<file path="config.mk">
export PLATFORM = sky130hd
export DESIGN_NAME = tone_alert_detector
export DESIGN_NICKNAME = d
export VERILOG_FILES = /design/src/rtl/tone_alert_pkg.sv /design/src/rtl/tone_period_channel.sv /design/src/rtl/tone_alert_datapath.sv /design/src/rtl/tone_alert_control.sv /design/src/rtl/tone_alert_detector.sv
export SDC_FILE = /design/constraint.sdc
export NUM_CORES = 1
export LEC_CHECK = 0
export BUFFER_PORTS_ARGS = -buffer_cell sky130_fd_sc_hd__buf_2
export CAP_MARGIN = 30
export CELL_PAD_IN_SITES_DETAIL_PLACEMENT = 1
export CELL_PAD_IN_SITES_GLOBAL_PLACEMENT = 2
export CORE_AREA = 3 3 90 109
export CTS_CLUSTER_SIZE = 10
export DETAILED_ROUTE_END_ITERATION = 10
export DIE_AREA = 0 0 93 112
export MAX_ROUTING_LAYER = met4
export PLACE_DENSITY_LB_ADDON = 0.15
export REMOVE_ABC_BUFFERS = 1
export SETUP_SLACK_MARGIN = 0.3
export SYNTH_ARGS = -nofsm -noshare
export SYNTH_HDL_FRONTEND = slang
export SYNTH_SLANG_ARGS = --single-unit
</file>
<file path="constraint.sdc">
create_clock -name clk -period 2.3 [get_ports clk]
set_input_delay 0.575 -clock clk [delete_from_list [all_inputs] [get_ports clk]]
set_output_delay 0.575 -clock clk [all_outputs]
set_load 0.02 [all_outputs]
</file>
<file path="src/rtl/tone_alert_pkg.sv">
package tone_alert_pkg;

  // Strobes from the qualification control to the datapath timer
  typedef struct packed {
    logic tmrRun;      // advance the qualification timer
    logic tmrClr;      // return the timer to zero
    logic useRelease;  // compare against the release limit instead of assertion
  } qualStrobe_t;

  typedef enum logic {
    ST_WAIT = 1'b0,
    ST_HELD = 1'b1
  } qualState_t;

endpackage

</file>
<file path="src/rtl/tone_period_channel.sv">
module tone_period_channel #(
  parameter int MIN_PER = 222,
  parameter int MAX_PER = 228,
  parameter int TIMEOUT = 256
) (
  input  logic clk,
  input  logic rstN,
  input  logic edgeIn,
  output logic valid
);
  localparam int CW = $clog2(TIMEOUT + 1);
  localparam logic [CW-1:0] MIN_C = CW'(MIN_PER);
  localparam logic [CW-1:0] MAX_C = CW'(MAX_PER);
  localparam logic [CW-1:0] TMO_C = CW'(TIMEOUT);

  logic [CW-1:0] perCnt;
  logic [1:0]    goodRun;
  logic          inWin;

  assign inWin = (perCnt >= MIN_C) && (perCnt <= MAX_C);
  assign valid = (goodRun == 2'd2);

  always_ff @(posedge clk or negedge rstN) begin
    if (!rstN) begin
      perCnt  <= TMO_C;
      goodRun <= 2'd0;
    end else if (edgeIn) begin
      perCnt  <= CW'(1);
      goodRun <= inWin ? ((goodRun == 2'd2) ? 2'd2 : goodRun + 2'd1) : 2'd0;
    end else if (perCnt == TMO_C) begin
      goodRun <= 2'd0;
    end else begin
      perCnt <= perCnt + CW'(1);
    end
  end
endmodule

</file>
<file path="src/rtl/tone_alert_datapath.sv">
module tone_alert_datapath
  import tone_alert_pkg::*;
#(
  parameter int MIN_LO      = 222,
  parameter int MAX_LO      = 228,
  parameter int MIN_HI      = 172,
  parameter int MAX_HI      = 177,
  parameter int TIMEOUT     = 256,
  parameter int ASSERT_CYC  = 17280,
  parameter int RELEASE_CYC = 9600
) (
  input  logic        clk,
  input  logic        rstN,
  input  logic [1:0]  toneIn,
  input  qualStrobe_t strobe,
  output logic [1:0]  validVec,
  output logic        tmrHit
);
  localparam int LONGEST = (ASSERT_CYC > RELEASE_CYC) ? ASSERT_CYC : RELEASE_CYC;
  localparam int TW = $clog2(LONGEST + 1);
  localparam logic [TW-1:0] ASR_LIM = TW'(ASSERT_CYC - 1);
  localparam logic [TW-1:0] REL_LIM = TW'(RELEASE_CYC - 1);

  logic [1:0] syncA, syncB, syncC;
  logic [1:0] edgeVec;
  logic [TW-1:0] qualTmr;

  always_ff @(posedge clk or negedge rstN) begin
    if (!rstN) begin
      syncA <= '0;
      syncB <= '0;
      syncC <= '0;
    end else begin
      syncA <= toneIn;
      syncB <= syncA;
      syncC <= syncB;
    end
  end

  assign edgeVec = syncB & ~syncC;

  for (genvar ch = 0; ch < 2; ch++) begin : g_chan
    tone_period_channel #(
      .MIN_PER (ch == 0 ? MIN_LO : MIN_HI),
      .MAX_PER (ch == 0 ? MAX_LO : MAX_HI),
      .TIMEOUT (TIMEOUT)
    ) i_chan (
      .clk    (clk),
      .rstN   (rstN),
      .edgeIn (edgeVec[ch]),
      .valid  (validVec[ch])
    );
  end

  assign tmrHit = (qualTmr == (strobe.useRelease ? REL_LIM : ASR_LIM));

  always_ff @(posedge clk or negedge rstN) begin
    if (!rstN)              qualTmr <= '0;
    else if (strobe.tmrClr) qualTmr <= '0;
    else if (strobe.tmrRun) qualTmr <= qualTmr + TW'(1);
  end
endmodule

</file>
<file path="src/rtl/tone_alert_control.sv">
module tone_alert_control
  import tone_alert_pkg::*;
(
  input  logic        clk,
  input  logic        rstN,
  input  logic [1:0]  validVec,
  input  logic        tmrHit,
  output qualStrobe_t strobe,
  output logic        detected
);
  qualState_t state, stateNxt;
  logic pairOk;

  assign pairOk   = &validVec;
  assign detected = (state == ST_HELD);

  always_comb begin
    stateNxt = state;
    strobe   = '0;
    strobe.useRelease = (state == ST_HELD);
    // condition that keeps the current state's timer running
    if ((state == ST_WAIT) ? pairOk : !pairOk) begin
      if (tmrHit) begin
        stateNxt      = (state == ST_WAIT) ? ST_HELD : ST_WAIT;
        strobe.tmrClr = 1'b1;
      end else begin
        strobe.tmrRun = 1'b1;
      end
    end else begin
      strobe.tmrClr = 1'b1;
    end
  end

  always_ff @(posedge clk or negedge rstN) begin
    if (!rstN) state <= ST_WAIT;
    else       state <= stateNxt;
  end
endmodule

</file>
<file path="src/rtl/tone_alert_detector.sv">
module tone_alert_detector
  import tone_alert_pkg::*;
#(
  parameter int MIN_LO      = 222,
  parameter int MAX_LO      = 228,
  parameter int MIN_HI      = 172,
  parameter int MAX_HI      = 177,
  parameter int TIMEOUT     = 256,
  parameter int ASSERT_CYC  = 17280,
  parameter int RELEASE_CYC = 9600
) (
  input  logic clk,
  input  logic rstN,
  input  logic outEn,
  input  logic toneLo,
  input  logic toneHi,
  output logic detect
);
  qualStrobe_t strobe;
  logic [1:0]  validVec;
  logic        tmrHit;
  logic        detected;

  tone_alert_datapath #(
    .MIN_LO(MIN_LO), .MAX_LO(MAX_LO), .MIN_HI(MIN_HI), .MAX_HI(MAX_HI),
    .TIMEOUT(TIMEOUT), .ASSERT_CYC(ASSERT_CYC), .RELEASE_CYC(RELEASE_CYC)
  ) i_dp (
    .clk      (clk),
    .rstN     (rstN),
    .toneIn   ({toneHi, toneLo}),
    .strobe   (strobe),
    .validVec (validVec),
    .tmrHit   (tmrHit)
  );

  tone_alert_control i_ctl (
    .clk      (clk),
    .rstN     (rstN),
    .validVec (validVec),
    .tmrHit   (tmrHit),
    .strobe   (strobe),
    .detected (detected)
  );

  assign detect = detected & outEn;
endmodule

</file>
After elaboration in Yosys (flattened, before gate mapping). Index checks and enable logic that the tools add are counted. Widths: inputs -> output; s select.

Flip-flop bits (word level): 44. Bits in latches: 0. Bits in writable memories: 0. Bits in read-only memories: 0. Input bits: 5. Output and inout port bits: 1. Word-level logic and storage cells: 57. Memories kept: 0.

Add/sub/neg operators: 5. Multipliers: 0. Divide/modulo/power cells: 0. Order comparisons: 4. Equality and inequality tests: 7. Shift-type cells: 0. Mux-type cells: 21. Bitwise logic cells: 3. Reductions and logical operators: 8.

Operators by type and width (number): $mux 15 (3); $mux 9 (4); $add 9x1->9 const B (2); $eq 9x9->1 const B (2); $ge 9x8->1 const B (2); $le 9x8->1 const B (2); $mux 2 (8); $add 15x1->15 const B (1); $eq 15x15->1 (1); $mux 1 (6); $reduce_bool 2->1 (3); $add 2x1->2 const B (2); $eq 2x2->1 const B (2); $ne 2x1->1 const B (2); $reduce_and 2->1 (2); $and 2x2->2 (1); $logic_and 1x1->1 (2); $not 2->2 (1); $and 1x1->1 (1); $logic_not 1->1 (1).

Depth between registers and ports, before layout. Gate-level depths: netlist of run 1.

Depth in word-level cells: 7. Depth in mapped cells: 7. Depth with buffers taken out: 6.

Hierarchy. From an unflattened synthesis of run 1, not the netlist that was laid out.

Cells, all modules: 238. Area, all modules: 2398.6 um2.

Modules (own cells, without submodules): tone_alert_datapath (times used 1, cells each 90, area an instance 958.4 um2, seq. area each 525.5 um2); tone_period_channel at i_dp.g_chan[1].i_chan (times used 1, cells each 70, area an instance 681.9 um2, seq. area each 276.5 um2); tone_period_channel at i_dp.g_chan[0].i_chan (times used 1, cells each 69, area an instance 671.9 um2, seq. area each 276.5 um2); tone_alert_control (times used 1, cells each 8, area an instance 80.1 um2, seq. area each 25.0 um2); tone_alert_detector (times used 1, cells each 1, area an instance 6.3 um2, seq. area each 0.0 um2).

Worst setup path before layout of run 1. Ideal clock, no wire load.

Path type: register to register. From: register i_dp.g_chan[1].i_chan.perCnt[0]. To: register i_dp.g_chan[1].i_chan.goodRun[1]. Arrival: 1583 ps. Setup slack: 596 ps. Cell stages (with the launch flop): 6. Clock period less this slack: 1704 ps. Cells stage by stage: dfrtp_1 > inv_1 > ha_1 > or4b_4 > or2_4 > a32o_1.

Cells in the longest elaborated chain, start to end: 4.

RTL lines: from (decl) (line tone_period_channel.sv:16) `logic [CW-1:0] perCnt;`; from (signal assigned) (line tone_period_channel.sv:33) `perCnt <= perCnt + CW'(1);`; $ge 9x8->1 / $le 9x8->1 (equally long branches) (line tone_period_channel.sv:20) `assign inWin = (perCnt >= MIN_C) && (perCnt <= MAX_C);`; $logic_and 1x1->1 (line tone_period_channel.sv:20); $mux 2 (line tone_period_channel.sv:29) `goodRun <= inWin ? ((goodRun == 2'd2) ? 2'd2 : goodRun + 2'd1) : 2'd0;`; $mux 2 (line tone_period_channel.sv:27) `end else if (edgeIn) begin`; to (signal assigned) (line tone_period_channel.sv:29); to (decl) (line tone_period_channel.sv:17) `logic [1:0] goodRun;`.

Parallel ways exist; a longest one is shown, timed or not. A chain may end at the register's enable or synchronous reset.

Final worst setup path of run 1. Same ends and word-level chain as after synthesis.

==> metrics, run 1 <==
status completed; GR Overflow Total 0; I/O pins 6; Non-Filler Instances 341; Cells after Synth 208; synth warn 0; Clock Skew 0.0105 ns; drt first pass iters 3; Worst-path clk slew 0.09 ns; Hold Crit Class primary input to asynchronous set/reset pin; Cell Pwr Density 681 nW/um^2; final hold viol count 0; Hold Buf Count CTS 0; Pleak 1.03 nW; final setup violation count 0; Worst path slowest cell dfrtp_1; crit-path cells inv_1 -> ha_1 -> or4b_4 -> or2_4 -> a32o_1; CTS tree built; post_cts resized 0; root buffer cell clkbuf_8; Filler Cells Inserted 1043; Final period util 78.7%; highest clock rate 553 MHz; ant diodes 0; final wirelength 4590 um; vias 1484; Worst setup SP type register; Worst path max stage delay 0.48 ns; core region area 8940 um^2; share of cells above drive strength 1 11.3%; clock sink total 44; Final Max Slew Viols 0; Final Total Pwr 1.67 mW; Crit path required time 2.49 ns; GRT Util Overall 9.83%; Yosys cell types 37; sequential share of the synthesized area 50.5%; Slew @ Worst Pin 0.384 ns; post-route ant nets 0; Critical R2R Capture i_dp.g_chan[1].i_chan.goodRun[1]; Reg2Reg Setup Slack 0.49 ns; Starting DRT DRC Count 36; Post-Synthesis Cell Area 2190 um^2; setup TNS 0 ns; initial core utilization 24.5%; GP Congestion 0.687; Port Buffer Count 5; via/cell ratio 4.35; Clk Latency, worst-skew pair 0.30 ns; leading area contributor after synthesis dfrtp_1; Site Rows 38; DP HPWL 3280 um; Critical R2R Launch i_dp.g_chan[1].i_chan.perCnt[0]; Yosys reg bits 44; Primary FF master, synth dfrtp_1; Placed Cells 333; synth top area cells dfrtp_1 48%, xor2_1 8.8%, ha_1 5.7%, nor2_1 5.3%, nand4_1 2.9%; Layout area overhead 12.4%; WL per Instance 13.5 um; first-pass GRT wire length 7880 um; vias in the first global route 1591; crit path time final 1.81 ns; final core occ 27.5%; critical path class register to register; Max-cap violations 0; largest net degree at the start of global routing 18; DRC viols 0; relative slew slack 74.4%; Die X 93 um; FFs w/ async S/R, synth 100%; worst path arrival time 2.00 ns; Final nets 235; Post-synth EDFFs 0; unrepaired setup endpoints after global routing no; post-CTS setup buffers 0; H-Tree Depth 2; FF-to-FF path depth 5; maximum vdd drop 0.249 mV; Max clock buf depth 2; initial antenna violation count 0; Num CTS Buffers 5; Die ar. 10400 um^2; synth cell count leaders 42 x dfrtp_1, 31 x nor2_1, 22 x xor2_1; count leader, synth dfrtp_1; Crit. End Element register; Die H 112 um; Synth top area share 48.1%; syn_area_per_cell 10.5 um^2; worst-path fanout max 8
==> layout by cell type, fill, tap and decap left out, drive strengths merged, types with 2 or more instances in the layout <==
| cell type | netlist | routed |
|---|---|---|
| dfrtp | 42 | 42 |
| nor2 | 31 | 31 |
| xor2 | 22 | 22 |
| nand3 | 12 | 12 |
| buf | 3 | 11 |
| nand4 | 10 | 10 |
| nand2 | 10 | 10 |
| ha | 10 | 10 |
| inv | 9 | 9 |
| clkbuf | 3 | 8 |
| xnor2 | 6 | 6 |
| and4 | 5 | 5 |
| o21ai | 5 | 5 |
| a21oi | 4 | 4 |
| and2 | 3 | 3 |
| or3 | 3 | 3 |
| nor2b | 3 | 3 |
| nor3 | 3 | 3 |
| a22o | 2 | 2 |
| nor4b | 2 | 2 |
| mux2i | 2 | 2 |
| or4b | 2 | 2 |
| nand2b | 2 | 2 |
| a32o | 2 | 2 |
| dfstp | 2 | 2 |
==> power by group <==
part           total [mW]  internal, mW  switching, mW
logic               0.224         0.104          0.119
clock network       0.517         0.246          0.271
registers           0.933         0.835         0.0983
==> cell families (layout without fill, tap and decap cells) <==
group	after synthesis	after routing	share of synthesized area, %
AOI/OAI and AO/OA	17	17	5.44
muxes	2	2	0.916
buffers and inverters	15	28	3.32
xor gates and xnor gates	28	28	11.2
adders and majority gates	10	10	5.72
and+or+nand+nor	92	92	22.9
DFF	44	44	50.5
==> worst max-delay path: cells and delay by family, from the launching register on <==
kind / cells / cell delay (ns)
buffers and inverters: 1 / 0.09
AO/OA/AOI/OAI: 1 / 0.26
adder cells (fa/ha/maj): 1 / 0.14
AND/OR/NAND/NOR: 2 / 0.74
flip-flops: 1 / 0.48
==> state kept, by name, indices dropped and copies added, names as in the netlist <==
signal / flops
i_dp.syncC: 2
i_dp.g_chan.i_chan.perCnt: 18
i_dp.qualTmr: 15
i_dp.syncB: 2
i_dp.syncA: 2
i_ctl.detected: 1
i_dp.g_chan.i_chan.goodRun: 4
==> layout make-up <==
| type | instances | area (um^2) | share of cell area [%] |
|---|---|---|---|
| tap | 120 | 150 | 6.11 |
| timing repair buffer | 11 | 70.1 | 2.85 |
| sequential | 44 | 1100 | 44.9 |
| inverter | 9 | 33.8 | 1.37 |
| multi-input combinational | 149 | 1010 | 41.1 |
| clock buffer | 8 | 90.1 | 3.67 |
==> metrics by stage <==
stage	setup slack (ns)	hold WS, ns	instance area, um^2
3_3_place_gp	0.523	0.331	2370
6_report	0.490	0.186	2460
5_1_grt	0.362	0.213	2460
3_5_place_dp	0.486	0.343	2370
2_1_floorplan	0.596	0.279	2150
4_1_cts	0.473	0.201	2460
==> worst max-delay path by stage <==
stage / slack [ns] / endpoint / depth (start not counted) / start
finish: 0.49 / i_dp.g_chan[1].i_chan.goodRun[1] / 5 / i_dp.g_chan[1].i_chan.perCnt[0]
global route: 0.36 / i_dp.qualTmr[3] / 6 / i_dp.qualTmr[0]
CTS: 0.47 / i_dp.g_chan[1].i_chan.goodRun[1] / 5 / i_dp.g_chan[1].i_chan.perCnt[0]
detailed placement: 0.49 / i_dp.g_chan[1].i_chan.goodRun[1] / 5 / i_dp.g_chan[1].i_chan.perCnt[0]
global placement: 0.52 / i_dp.g_chan[1].i_chan.goodRun[1] / 5 / i_dp.g_chan[1].i_chan.perCnt[0]
floorplan: 0.60 / i_dp.g_chan[1].i_chan.goodRun[1] / 5 / i_dp.g_chan[1].i_chan.perCnt[0]
==> metal layers <==
metal	vias up	track usage [%]	routed length, um
met5	-	-	0
met4	0	4.11	86
met3	7	2.03	97
met2	10	15.8	2190
met1	732	11.9	2210
li1	735	-	-
(Power assumes the default switching activity.)
==> run 2, diff against run 1 <==
Clock period 2.3 ns to 1.6 ns, I/O delays scaled along.
==> run 2 against run 1 <==
  * The run now ends with negative setup slack left
  * Sequential cell count is the same
  * Die area is the same
  * Critical path depth is the same
  * Power grew 79%
  * First-iteration DRC count shrank 22%
  * Sequential share of layout area shrank 8.9 points
  * Worst hold slack lost 0.13 ns
  * Fmax grew 8.6%
  * Cell count grew 11%
==> metrics, run 2 (same netlist as run 1, synthesis figures left out) <==
status finished with violations (was completed); Final period util 104% (was 78.7%); Reg2Reg Setup Slack -0.07 ns (was 0.49 ns); Die X 93 um (unchanged); FF-to-FF path depth 5 (unchanged); vias 1668 (was 1484); final core occ 34.4% (was 27.5%); Site Rows 38 (unchanged); post-route cell area 3070 um^2 (was 2460 um^2); Clk Latency, worst-skew pair 0.29 ns (was 0.30 ns); GRT Util Overall 10.9% (was 9.83%); root buffer cell clkbuf_8 (unchanged); Worst-path clk slew 0.09 ns (about the same); final hold viol count 0 (unchanged); setup TNS -0.189 ns (was 0 ns); Die H 112 um (unchanged); initial core utilization 24.5% (unchanged); share of cells above drive strength 1 42.8% (was 11.3%); first-pass GRT wire length 8940 um (was 7880 um); Die ar. 10400 um^2 (unchanged); worst path arrival time 1.85 ns (was 2.00 ns); Hold Crit Class primary input to asynchronous set/reset pin (unchanged); DRC viols 0 (unchanged); top flop regs i_dp.g_chan.i_chan.perCnt: 18 flops, i_dp.qualTmr: 15 flops, i_dp.g_chan.i_chan.goodRun: 4 flops (unchanged); Num CTS Buffers 5 (unchanged); unrepaired setup endpoints after global routing yes (was no); CTS tree built (unchanged); initial antenna violation count 0 (unchanged); core region area 8940 um^2 (unchanged); Max clock buf depth 2 (unchanged); Crit. End Element register (unchanged); Starting DRT DRC Count 28 (was 36); H-Tree Depth 2 (unchanged); drt first pass iters 3 (unchanged); relative slew slack 82.1% (was 74.4%); Worst setup SP type register (unchanged); Clock Skew 0.00800 ns (was 0.0105 ns); Cell Pwr Density 975 nW/um^2 (was 681 nW/um^2); GP Congestion 0.721 (was 0.687); Largest register FFs 18 (unchanged); GR Overflow Total 0 (unchanged); Final Max Slew Viols 0 (unchanged); vias in the first global route 1875 (was 1591); maximum vdd drop 0.416 mV (was 0.249 mV); worst-path fanout max 4 (was 8); Port Buffer Count 5 (unchanged); critical path class register to register (unchanged); final wirelength 5050 um (was 4590 um); DP HPWL 3400 um (was 3280 um); Max-cap violations 0 (unchanged); crit path time final 1.67 ns (was 1.81 ns); most frequent cells in the layout 39 x dfrtp_1, 35 x buf_4, 22 x xor2_1 (was 42 x dfrtp_1, 31 x nor2_1, 22 x xor2_1); Slew @ Worst Pin 0.261 ns (was 0.384 ns); dpl cell area 2530 um^2 (was 2370 um^2); hold slack 0.0597 ns (was 0.186 ns); Largest Register i_dp.g_chan.i_chan.perCnt (unchanged); Critical R2R Launch i_dp.g_chan[1].i_chan.perCnt[1] (was i_dp.g_chan[1].i_chan.perCnt[0]); Layout area overhead 40.6% (was 12.4%); Final nets 271 (was 235); Critical R2R Capture i_dp.g_chan[1].i_chan.goodRun[0] (was i_dp.g_chan[1].i_chan.goodRun[1]); post-route ant nets 0 (unchanged); final setup violation count 5 (was 0); via/cell ratio 4.42 (was 4.35); WL per Instance 13.4 um (was 13.5 um); Final Total Pwr 3.00 mW (was 1.67 mW); clock sink total 44 (unchanged); commonest non-fill, non-tap cell in the layout dfrtp_1 (unchanged); ant diodes 0 (unchanged); PnR worst setup slack -0.0670 ns (was 0.490 ns); highest clock rate 600 MHz (was 553 MHz); Pleak 1.28 nW (was 1.03 nW); I/O pins 6 (unchanged); Crit path required time 1.78 ns (was 2.49 ns); failing checks negative setup slack; largest net degree at the start of global routing 45 (was 18)
-- run 2: report_power, final --
group / leakage [nW] / switching, mW / internal [mW]
logic: 0.640 / 0.387 / 0.405
registers: 0.577 / 0.0623 / 1.20
clock network: 0.0645 / 0.389 / 0.552
total: 1.28 / 0.839 / 2.16
-- run 2: repair_timing --
item / 4_1_cts / 5_1_grt
cloned: 0 / 0
setup endpoints to repair: 29 / 34
pin swaps: 28 / 12
resized for setup: 35 / 39
setup buffers: 13 / 3
hold buffers: 0 / 0
-- run 2: cell type report --
| class | instances | area [um^2] |
|---|---|---|
| clock buffer | 7 | 96.3 |
| sequential | 44 | 1110 |
| timing repair buffer | 47 | 382 |
| multi-input combinational | 149 | 1270 |
| fill | 1023 | 5860 |
| inverter | 9 | 33.8 |
| clock inverter | 1 | 30.0 |
| tap | 120 | 150 |
-- run 2: layer usage --
| metal | routed length (um) | GRT usage (%) | part of all wire (%) | vias to the layer above |
|---|---|---|---|---|
| met5 | 0 | - | 0 | - |
| met4 | 36 | 2.93 | 0.71 | 0 |
| met3 | 92 | 2.03 | 1.8 | 2 |
| met2 | 2670 | 18.6 | 53 | 12 |
| met1 | 2250 | 13.1 | 45 | 841 |
| li1 | - | - | - | 813 |
-- run 2: critical path, cell delays in order, from the launching register on --
cell     delay [ns]
dfrtp_1        0.39
inv_2          0.06
ha_2           0.15
or4b_4         0.46
or2_4          0.28
a32o_1         0.22
-- run 2: per-stage QoR --
| step | cells | worst slack [ns] |
|---|---|---|
| after floorplan | 202 | -0.104 |
| after global placement | 353 | -0.0682 |
| after detailed placement | 353 | -0.0752 |
| after CTS | 374 | -0.0777 |
| after global routing | 377 | -0.128 |
| final | 377 | -0.0670 |
-- run 2: worst max path at each step --
stage	start	endpoint	slack [ns]	cells after the start
finish	i_dp.g_chan[1].i_chan.perCnt[1]	i_dp.g_chan[1].i_chan.goodRun[0]	-0.07	5
global route	i_dp.g_chan[1].i_chan.perCnt[0]	i_dp.g_chan[1].i_chan.goodRun[0]	-0.13	5
CTS	i_dp.g_chan[1].i_chan.perCnt[1]	i_dp.g_chan[1].i_chan.goodRun[0]	-0.08	5
detailed placement	i_dp.g_chan[1].i_chan.perCnt[1]	i_dp.g_chan[1].i_chan.goodRun[0]	-0.08	5
global placement	i_dp.g_chan[1].i_chan.perCnt[1]	i_dp.g_chan[1].i_chan.goodRun[0]	-0.07	5
floorplan	i_dp.g_chan[1].i_chan.perCnt[0]	i_dp.g_chan[1].i_chan.goodRun[1]	-0.10	5
==> run 3, diff against run 2 <==
Settings changed: BUFFER_PORTS_ARGS -buffer_cell sky130_fd_sc_hd__buf_2 to unset, DONT_BUFFER_PORTS set to 1.
==> run 3 against run 2 <==
  * The run ends with negative hold slack, negative setup slack left
  * Utilization is 1.6 points lower
  * Worst setup slack better by 0.0036 ns
  * Clock skew hardly changed
  * Combinational power is 6.4% lower
  * Non-clock buffer count is 6 lower
  * Via count is 1.9% lower
  * Final area is 4.7% lower
  * Register-to-register slack hardly changed
  * Sequential cell count stayed put
  * First-iteration DRC count is 21% higher
  * Power is 8.2% lower
  * Clock power is 20% lower
  * Critical endpoint is now i_dp.g_chan[1].i_chan.perCnt[2]
  * Largest power group unchanged
==> metrics, run 3 (same netlist as run 1, synthesis figures left out) <==
GP Congestion 0.694 (was 0.721); DP HPWL 3270 um (was 3400 um); CP top delay family simple AND/OR/NAND/NOR gates (unchanged); initial antenna violation count 0 (unchanged); WL per Instance 13.5 um (was 13.4 um); post-route ant nets 0 (unchanged); Crit path required time 1.79 ns (was 1.78 ns); dpl cell area 2490 um^2 (was 2530 um^2); Die X 93 um (unchanged); initial core utilization 24.5% (unchanged); final wirelength 5010 um (was 5050 um); final hold viol count 44 (was 0); GR Overflow Total 0 (unchanged); I/O pins 6 (unchanged); post-route cell area 2930 um^2 (was 3070 um^2); Num CTS Buffers 5 (unchanged); via/cell ratio 4.41 (was 4.42); clock sink total 44 (unchanged); Final Max Slew Viols 0 (unchanged); Worst-path clk slew 0.09 ns (about the same); Buf/Inv on CP 2 (was 1); Worst setup SP type register (unchanged); Die H 112 um (unchanged); hold slack -0.218 ns (was 0.0597 ns); Final period util 104% (about the same); first-pass GRT wire length 8840 um (was 8940 um); Pleak 1.23 nW (was 1.28 nW); Starting DRT DRC Count 34 (was 28); Final nets 265 (was 271); Die ar. 10400 um^2 (unchanged); final setup violation count 5 (unchanged); unrepaired setup endpoints after global routing yes (unchanged); ant diodes 0 (unchanged); share of cells above drive strength 1 37.5% (was 42.8%); Worst path max stage delay 0.46 ns (about the same); worst path arrival time 1.85 ns (about the same); status finished with violations (unchanged); Largest register FFs 18 (unchanged); Layout area overhead 34.1% (was 40.6%); crit path time final 1.66 ns (was 1.67 ns); Max clock buf depth 2 (unchanged); Crit. End Element register (unchanged); Placed Cells 348 (was 353); root buffer cell clkbuf_8 (unchanged); CTS tree built (unchanged); Non-Filler Instances 371 (was 377); drt first pass iters 4 (was 3); H-Tree Depth 2 (unchanged); maximum vdd drop 0.430 mV (was 0.416 mV); area of the multi-input gates 1210 um^2 (was 1270 um^2); top flop regs i_dp.g_chan.i_chan.perCnt: 18 flops, i_dp.qualTmr: 15 flops, i_dp.g_chan.i_chan.goodRun: 4 flops (unchanged); Site Rows 38 (unchanged); vias 1636 (was 1668); GRT Util Overall 10.9% (about the same); Clock Skew 0.00825 ns (was 0.00800 ns); most frequent cells in the layout 42 x dfrtp_1, 33 x buf_4, 22 x xor2_1 (was 39 x dfrtp_1, 35 x buf_4, 22 x xor2_1); Clk Latency, worst-skew pair 0.30 ns (was 0.29 ns); Worst path slowest cell or4b_4 (unchanged); failing checks negative hold slack, negative setup slack (was negative setup slack); final core occ 32.8% (was 34.4%); largest net degree at the start of global routing 45 (unchanged); core region area 8940 um^2 (unchanged); PnR worst setup slack -0.0634 ns (was -0.0670 ns); DRC viols 0 (unchanged); worst-path fanout max 2 (was 4); Slew @ Worst Pin 0.464 ns (was 0.261 ns); Filler Cells Inserted 1051 (was 1023); Hold Crit Class primary input to asynchronous set/reset pin (unchanged); sequential cell area 1100 um^2 (was 1110 um^2); Largest Register i_dp.g_chan.i_chan.perCnt (unchanged); Port Buffer Count 0 (was 5); Cell Pwr Density 939 nW/um^2 (was 975 nW/um^2); highest clock rate 601 MHz (was 600 MHz); crit-path cells inv_2 -> ha_4 -> or4b_4 -> buf_6 -> o21ai_2 -> xor2_1 -> nor2_1 (was inv_2 -> ha_2 -> or4b_4 -> or2_4 -> a32o_1); relative slew slack 68.2% (was 82.1%); critical path class register to register (unchanged); dpl ws -0.0880 ns (was -0.0752 ns); commonest non-fill, non-tap cell in the layout dfrtp_1 (unchanged); Max-cap violations 0 (unchanged); vias in the first global route 1817 (was 1875)
==> run 3: layout make-up <==
type	instances	area share, %
multi-input cells	149	41.5
flip-flops and latches	44	37.7
repair buffers	41	11.5
well taps	120	5.12
clock buffers	8	3.07
inverters	9	1.15
==> run 3: stage by stage <==
| step | TNS [ns] | power, mW |
|---|---|---|
| global route | -1.27 | 2.95 |
| global placement | -0.183 | 1.79 |
| detailed placement | -0.199 | 1.78 |
| finish | -0.217 | 2.75 |
| CTS | -0.259 | 2.70 |
| floorplan | -0.531 | 1.56 |
==> run 3: timing repair <==
item | in CTS | in global routing
buffers inserted | 9 | 5
endpoints found under the setup margin | 28 | 31
gates resized for setup | 32 | 32
hold endpoints to repair | 44 | 44
cloned | 0 | 1
pin swaps | 21 | 22
==> run 3: per-layer routing <==
layer / GRT usage, % / routed length (um)
met1: 13.6 / 2370
met2: 17.3 / 2440
met3: 2.09 / 108
met4: 4.11 / 83
met5: - / 0
==> run 3: where the power goes <==
group / switching [mW] / total, mW / internal (mW)
clock network: 0.396 / 0.750 / 0.353
logic: 0.349 / 0.742 / 0.393
registers: 0.0577 / 1.26 / 1.20
total: 0.803 / 2.75 / 1.95
==> run 3: final timing paths <==
kind	to	depth (start not counted)	startpoint	slack (ns)
setup reg to reg	i_dp.g_chan[1].i_chan.perCnt[2]	7	i_dp.g_chan[1].i_chan.perCnt[1]	-0.06
hold reg to reg	i_dp.syncB[0]	0	i_dp.syncA[0]	0.35
hold / removal	i_dp.g_chan[0].i_chan.perCnt[7]	0	rstN	-0.22
min in group clk	i_dp.syncA[0]	0	toneLo	0.12
max in group asynchronous	i_dp.g_chan[0].i_chan.perCnt[8]	0	rstN	1.63
setup / recovery	i_dp.g_chan[1].i_chan.perCnt[2]	7	i_dp.g_chan[1].i_chan.perCnt[1]	-0.06
==> run 3: worst reg2reg max path: cells and delay by family, from the launching register on <==
family	cells	cell delay (ns)
buffers and inverters	2	0.21
AO/OA/AOI/OAI	1	0.12
AND/OR/NAND/NOR	2	0.53
XOR/XNOR	1	0.17
adder cells (fa/ha/maj)	1	0.13
flip-flops	1	0.39
